--- src/rtl/uart_rxq_pkg.sv ---
package uart_rxq_pkg;

    localparam logic [2:0] OFS_DATA = 3'd0;
    localparam logic [2:0] OFS_FCR  = 3'd2;
    localparam logic [2:0] OFS_LSR  = 3'd5;

    localparam int FCR_EN_BIT    = 0;
    localparam int FCR_RXRST_BIT = 1;
    localparam logic [7:0] FCR_KEEP_MASK = 8'hC9;

    localparam int LSR_DR_BIT   = 0;
    localparam int LSR_OE_BIT   = 1;
    localparam int LSR_THRE_BIT = 5;
    localparam int LSR_TEMT_BIT = 6;

    typedef enum logic {
        MODE_SINGLE = 1'b0,
        MODE_FIFO   = 1'b1
    } rxq_mode_e;

endpackage

--- src/rtl/rxq_fcr_ctl.sv ---
module rxq_fcr_ctl
    import uart_rxq_pkg::*;
(
    input  logic       clk,
    input  logic       rst_n,
    input  logic       fcr_wr,
    input  logic [7:0] fcr_val,
    output logic [7:0] fcr_q,
    output rxq_mode_e  mode_q,
    output logic       flush
);

    rxq_mode_e  mode_d;
    logic [7:0] fcr_d;
    logic       en_new;

    assign en_new = fcr_val[FCR_EN_BIT];

    always_comb begin
        mode_d = mode_q;
        unique case (mode_q)
            MODE_SINGLE: if (fcr_wr && en_new)  mode_d = MODE_FIFO;
            MODE_FIFO:   if (fcr_wr && !en_new) mode_d = MODE_SINGLE;
        endcase
    end

    always_ff @(posedge clk) begin
        if (!rst_n) mode_q <= MODE_SINGLE;
        else        mode_q <= mode_d;
    end

    always_comb begin
        fcr_d = fcr_q;
        flush = 1'b0;
        if (fcr_wr) begin
            fcr_d = en_new ? (fcr_val & FCR_KEEP_MASK) : 8'h00;
            flush = (mode_d != mode_q) || (en_new && fcr_val[FCR_RXRST_BIT]);
        end
    end

    always_ff @(posedge clk) begin
        if (!rst_n) fcr_q <= 8'h00;
        else        fcr_q <= fcr_d;
    end

    assert_fcr_cleared_R3: assert property (@(posedge clk) disable iff (!rst_n)
        (fcr_wr && !fcr_val[FCR_EN_BIT]) |=> (fcr_q == 8'h00 && mode_q == MODE_SINGLE));

    assert_fcr_masked_R4: assert property (@(posedge clk) disable iff (!rst_n)
        fcr_wr |=> ((fcr_q & ~FCR_KEEP_MASK) == 8'h00));

endmodule

--- src/rtl/rxq_fifo.sv ---
module rxq_fifo #(
    parameter int DEPTH = 16,
    parameter int WIDTH = 8
) (
    input  logic             clk,
    input  logic             rst_n,
    input  logic             deep,
    input  logic             flush,
    input  logic             push,
    input  logic [WIDTH-1:0] push_data,
    input  logic             pop,
    output logic [WIDTH-1:0] head,
    output logic             nonempty,
    output logic             drop
);

    localparam int AW = (DEPTH > 1) ? $clog2(DEPTH) : 1;
    localparam int CW = $clog2(DEPTH + 1);

    logic [WIDTH-1:0] mem [DEPTH];
    logic [AW-1:0]    wptr, rptr;
    logic [CW-1:0]    count;
    logic             full, pop_ok, push_ok;

    function automatic logic [AW-1:0] bump(input logic [AW-1:0] p);
        return (p == AW'(DEPTH - 1)) ? '0 : p + 1'b1;
    endfunction

    assign nonempty = (count != '0);
    assign full     = deep ? (count == CW'(DEPTH)) : nonempty;
    assign pop_ok   = pop && nonempty && !flush;
    assign push_ok  = push && !flush && (!full || pop_ok);
    assign drop     = push && !flush && full && !pop_ok;
    assign head     = mem[rptr];

    always_ff @(posedge clk) begin
        if (!rst_n || flush) begin
            wptr  <= '0;
            rptr  <= '0;
            count <= '0;
        end else begin
            if (push_ok) wptr <= bump(wptr);
            if (pop_ok)  rptr <= bump(rptr);
            count <= count + CW'(push_ok) - CW'(pop_ok);
        end
    end

    generate
        for (genvar i = 0; i < DEPTH; i++) begin : g_slot
            always_ff @(posedge clk) begin
                if (push_ok && wptr == AW'(i)) mem[i] <= push_data;
            end
        end
    endgenerate

    assert_depth_limit_R2: assert property (@(posedge clk) disable iff (!rst_n)
        count <= (deep ? CW'(DEPTH) : CW'(1)));

    assert_flush_empties_R2: assert property (@(posedge clk) disable iff (!rst_n)
        flush |=> (count == '0));

    assert_drop_keeps_count_R5: assert property (@(posedge clk) disable iff (!rst_n)
        drop |=> $stable(count));

    assert_empty_pop_still_R8: assert property (@(posedge clk) disable iff (!rst_n)
        (pop && !nonempty && !push) |=> (count == '0 && $stable(rptr)));

endmodule

--- src/rtl/rxq_lsr.sv ---
module rxq_lsr
    import uart_rxq_pkg::*;
(
    input  logic       clk,
    input  logic       rst_n,
    input  logic       ovr_event,
    input  logic       lsr_rd,
    input  logic       ready,
    output logic       ovr_q,
    output logic [7:0] lsr_byte
);

    always_ff @(posedge clk) begin
        if (!rst_n) ovr_q <= 1'b0;
        else        ovr_q <= ovr_event || (ovr_q && !lsr_rd);
    end

    always_comb begin
        lsr_byte               = 8'h00;
        lsr_byte[LSR_DR_BIT]   = ready;
        lsr_byte[LSR_OE_BIT]   = ovr_q;
        lsr_byte[LSR_THRE_BIT] = 1'b1;
        lsr_byte[LSR_TEMT_BIT] = 1'b1;
    end

    assert_overrun_sticky_R5: assert property (@(posedge clk) disable iff (!rst_n)
        (ovr_q && !lsr_rd) |=> ovr_q);

    assert_overrun_set_R5: assert property (@(posedge clk) disable iff (!rst_n)
        ovr_event |=> ovr_q);

    assert_overrun_clear_R6: assert property (@(posedge clk) disable iff (!rst_n)
        (lsr_rd && !ovr_event) |=> !ovr_q);

endmodule

--- src/rtl/uart_rxq_ctl.sv ---
module uart_rxq_ctl
    import uart_rxq_pkg::*;
#(
    parameter int DEPTH = 16
) (
    input  logic       clk,
    input  logic       rst_n,
    input  logic       wr_en,
    input  logic [2:0] wr_addr,
    input  logic [7:0] wr_data,
    input  logic       rd_en,
    input  logic [2:0] rd_addr,
    output logic [7:0] rd_data,
    output logic [7:0] fcr_out,
    output logic       fifo_mode,
    output logic       data_ready,
    output logic       overrun
);

    logic       wr_dat, wr_fcr, rd_dat, rd_lsr;
    logic       flush, drop, nonempty;
    logic [7:0] head, lsr_byte, rd_next;
    rxq_mode_e  mode;

    assign wr_dat = wr_en && (wr_addr == OFS_DATA);
    assign wr_fcr = wr_en && (wr_addr == OFS_FCR);
    assign rd_dat = rd_en && (rd_addr == OFS_DATA);
    assign rd_lsr = rd_en && (rd_addr == OFS_LSR);

    rxq_fcr_ctl u_fcr (
        .clk     (clk),
        .rst_n   (rst_n),
        .fcr_wr  (wr_fcr),
        .fcr_val (wr_data),
        .fcr_q   (fcr_out),
        .mode_q  (mode),
        .flush   (flush)
    );

    rxq_fifo #(.DEPTH(DEPTH), .WIDTH(8)) u_fifo (
        .clk       (clk),
        .rst_n     (rst_n),
        .deep      (mode == MODE_FIFO),
        .flush     (flush),
        .push      (wr_dat),
        .push_data (wr_data),
        .pop       (rd_dat),
        .head      (head),
        .nonempty  (nonempty),
        .drop      (drop)
    );

    rxq_lsr u_lsr (
        .clk       (clk),
        .rst_n     (rst_n),
        .ovr_event (drop),
        .lsr_rd    (rd_lsr),
        .ready     (nonempty),
        .ovr_q     (overrun),
        .lsr_byte  (lsr_byte)
    );

    always_comb begin
        rd_next = 8'h00;
        if (rd_dat)      rd_next = nonempty ? head : 8'h00;
        else if (rd_lsr) rd_next = lsr_byte;
    end

    always_ff @(posedge clk) begin
        if (!rst_n)     rd_data <= 8'h00;
        else if (rd_en) rd_data <= rd_next;
    end

    assign fifo_mode  = (mode == MODE_FIFO);
    assign data_ready = nonempty;

    assert_lsr_tx_ready_R6: assert property (@(posedge clk) disable iff (!rst_n)
        rd_lsr |=> (rd_data[6:5] == 2'b11 && rd_data[7] == 1'b0));

    assert_rd_hold_R10: assert property (@(posedge clk) disable iff (!rst_n)
        !rd_en |=> $stable(rd_data));

    assert_other_ofs_zero_R10: assert property (@(posedge clk) disable iff (!rst_n)
        (rd_en && !rd_dat && !rd_lsr) |=> (rd_data == 8'h00));

    assert_empty_read_zero_R8: assert property (@(posedge clk) disable iff (!rst_n)
        (rd_dat && !data_ready) |=> (rd_data == 8'h00));

endmodule

--- config.mk ---
export PLATFORM = sky130hd
export DESIGN_NAME = uart_rxq_ctl
export DESIGN_NICKNAME = d
export VERILOG_FILES = /design/src/rtl/uart_rxq_pkg.sv /design/src/rtl/rxq_fcr_ctl.sv /design/src/rtl/rxq_fifo.sv /design/src/rtl/rxq_lsr.sv /design/src/rtl/uart_rxq_ctl.sv
export SDC_FILE = /design/constraint.sdc
export NUM_CORES = 1
export LEC_CHECK = 0
export BUFFER_PORTS_ARGS = -buffer_cell sky130_fd_sc_hd__clkbuf_2
export CORE_UTILIZATION = 55
export DETAILED_ROUTE_END_ITERATION = 16
export HOLD_SLACK_MARGIN = 0.08
export PLACE_DENSITY = 0.73
export SLEW_MARGIN = 25
export SYNTH_ARGS = -nofsm -noshare
export SYNTH_HDL_FRONTEND = slang
export SYNTH_HIERARCHICAL = 1
export SYNTH_SLANG_ARGS = --single-unit
--- constraint.sdc ---
create_clock -name clk -period 5.23 [get_ports clk]
set_clock_uncertainty 0.2 [all_clocks]
set_input_delay 1.569 -clock clk [delete_from_list [all_inputs] [get_ports clk]]
set_output_delay 1.569 -clock clk [all_outputs]
set_load 0.03 [all_outputs]
==> impl_metrics.yaml <==
layout:
  diodes: 0
  layout.cells.non_filler: 590
  postLayoutCoreUtil_pct: 64.44
  design_area_um2: 7452
  nets: 464
  area_growth_pct: 12.97
  final_layout_size_suffix_gt1_share_pct: 25.95
sta:
  hold_viol: 0
  tightest_slew_ns: 0.6815
  hold_slack_ns: 0.2827
  setup_violations: 0
  final_max_slew_viol_count: 0
  timing.slew.headroom_pct: 54.47
  setup_ws_ns: 0.9344
  setup_tns_ns: 0
  rsz0062_at_grt: "no"
  fmax_ghz: 0.2328
  period_needed_ns: 4.296
  timing.final.crit_share_pct: 82.13
route:
  vias: 3538
  totalWireLength_mm: 12.70
  drt_iter0_drc: 342
  vias_per_cell: 5.997
  drc: 4
  ant_nets: 0
  wl_per_cell_um: 21.52
  dr.pass1.iters: 10
place:
  placed_cell_area_um2: 6858
  dp.cells: 558
  hpwl_mm: 8.077
  place_ws_ns: 0.5203
  gp_congestion: 0.8725
  placement.io_buffers: 32
pwr:
  p_total_mw: 2.932
  power_density_nw_per_um2: 393.5
  p_leak_nw: 2.556
  ir_worst_vdd_v: 0.0002687
clocking:
  cts_tree: "built"
  path_clk_slew_ns: 0.06
  root_buffer: "clkbuf_16"
  ctsHoldBuffers: 0
  postCtsSetupBuffers: 0
  ctsHtreeMaxLevel: 4
  cts-resized-gates: 0
  clockBufferDepth: 2
  cts_made_buffers: 17
  clock_latency_ns: 0.43
  numClockSinks: 159
setup_path:
  crit_required_ns: 5.33
  critPathKind: "input pin to register"
  critPathMaxFanout: 7
  r2r-start: "u_fifo/count[2]$_SDFF_PP0_"
  crit_path_end_kind: "register"
  start_kind: "input pin"
  crit_arrival_ns: 4.39
  startpoint: "wr_addr[0]"
die:
  io-pin-count: 37
  design.core.area_um2: 11560
  die_h_um: 111.5
  fp.dieW_um: 111.5
  rows: 39
  dieArea_um2: 12440
  floorplan.initialDensity_pct: 57.04
grt:
  overflow: 0
  antenna_found_initial: 0
  grt_pass1_vias: 3589
  grt_start_max_net_pins: 33
  track_usage_pct: 22.34
  grt_pass1_wl_mm: 19.73
worst_hold_path:
  min_path_type: "register to register"
  worstHoldStart: "u_fcr/fcr_q[7]$_SDFFE_PN0P_"
synth:
  synth_seq_cells: 159
  yosysUniqueCellTypes: 51
  yosysWarnings: 6
  avgSynthCellArea_um2: 16.62
  synthFlopType: "edfxtp_1"
  synthCells: 397
  ys_seq_area_share_pct: 67.68
  syn-cell-area_um2: 6596
  synthArstFlopShare_pct: 0
  synth_edf_count: 128
outcome:
  status: "finished, violations left"
  violations: "DRC"
job:
  cap_violations: 0
## per-layer routing
metal | global-route usage [%] | wire length [um]
met3 | 5.607 | 517
met5 | 0 | 0
met1 | 28.08 | 5462
met2 | 36.58 | 6375
met4 | 10.81 | 341
## Yosys cell counts, types with 2 or more instances
cell        n  share of area [%]
and4b_1     6               0.91
o21ai_1     5               0.38
clkbuf_1    6               0.34
a31oi_1     2               0.19
nor4b_1     4               0.53
nand2_1    17               0.97
and2_1      3               0.28
and3_1      9               0.85
nand3b_1    5               0.57
nand2b_1    5               0.47
mux4_2     32                 11
o21ai_0    11               0.83
a21boi_1    2               0.23
ha_1       11                2.1
edfxtp_1  128                 58
a32oi_1     9                1.2
a21o_1      2               0.23
buf_2       4               0.30
nor4b_4     2               0.72
nor2_1      6               0.34
dfxtp_1    31                9.4
buf_4      13                1.5
nor2b_1     5               0.47
a21oi_1    18                1.4
inv_1      12               0.68
buf_1       5               0.28
conb_1      3               0.17
a22oi_1    16                1.8
xnor2_1     3               0.40
## state kept, by name, indices dropped and copies added, names as in the netlist, named ones only
register      cells
u_fifo/mem      128
rd_data           8
u_fifo/count      5
u_fcr/fcr_q       4
u_fifo/rptr       4
u_fifo/wptr       4
u_fcr/mode_q      1
u_lsr/ovr_q       1
## report_power, final
group | internal (mW) | switching, mW
sequential | 1.39 | 0.0203
clock | 0.746 | 0.487
combinational | 0.117 | 0.176
total | 2.25 | 0.683
## placed cells by master (no fill, tap or decap), drive strengths merged, types with 2 or more instances in the layout
| cell type | netlist | layout |
|---|---|---|
| nor2 | 7 | 7 |
| a21boi | 2 | 2 |
| nor2b | 6 | 6 |
| a211oi | 2 | 2 |
| and2 | 3 | 3 |
| buf | 23 | 9 |
| a32oi | 9 | 9 |
| edfxtp | 128 | 128 |
| dfxtp | 31 | 31 |
| a21oi | 18 | 18 |
| and4b | 6 | 6 |
| a21o | 2 | 2 |
| a31oi | 2 | 2 |
| conb | 3 | 10 |
| mux4 | 32 | 32 |
| bufinv | 0 | 3 |
| clkinv | 0 | 7 |
| clkbuf | 6 | 49 |
| clkinvlp | 0 | 3 |
| and3 | 9 | 9 |
| nand2 | 18 | 18 |
| o21ai | 16 | 16 |
| nand2b | 5 | 5 |
| nor4b | 7 | 7 |
| inv | 13 | 15 |
| ha | 11 | 11 |
| nand3b | 5 | 5 |
| a22oi | 16 | 16 |
| xnor2 | 3 | 3 |
## kinds of logic (layout without fill, tap and decap cells)
logic type	after synthesis	after routing	synth area share [%]
buffers and inverters	43	86	3.452
adders and majority gates	12	12	2.390
other	3	10	0.1707
AOI/OAI and AO/OA	70	70	7.189
muxes	32	32	10.93
xor gates and xnor gates	4	4	0.5312
and+or+nand+nor	74	74	7.663
DFF	159	159	67.68
## path summary, 6_finish.rpt
check / end / slack, ns / cells after the start
worst max-delay path: u_fifo/count[4]$_SDFF_PP0_ / 0.93 / 17
worst min-delay path: u_fcr/fcr_q[7]$_SDFFE_PN0P_ / 0.28 / 2
worst max register to register: u_fifo/count[4]$_SDFF_PP0_ / 1.84 / 15
worst min register to register: u_fcr/fcr_q[7]$_SDFFE_PN0P_ / 0.28 / 2
## area by class of cell
| cell class | instances | area [um2] |
|---|---|---|
| Sequential cell | 159 | 4466 |
| Fill cell | 808 | 4113 |
| Multi-Input combinational cell | 202 | 1937 |
| Clock buffer | 17 | 425.4 |
| Timing Repair Buffer | 41 | 227.7 |
| Tap cell | 143 | 178.9 |
| Clock inverter | 15 | 168.9 |
| Inverter | 13 | 48.80 |
## critical path, cell delays in order
cell and delay (ns):
clkbuf_2 0.09, nor4bb_1 0.27, buf_4 0.19, o21ai_1 0.07, a31oi_1 0.31, nand2b_1 0.23
nor2_2 0.07, inv_2 0.12, ha_1 0.24, inv_1 0.06, ha_1 0.16, inv_1 0.06
fa_1 0.38, nand2b_1 0.16, a21oi_1 0.17, o21ai_0 0.09, nor3b_1 0.14
No activity file was read; power rests on OpenSTA's default activity.
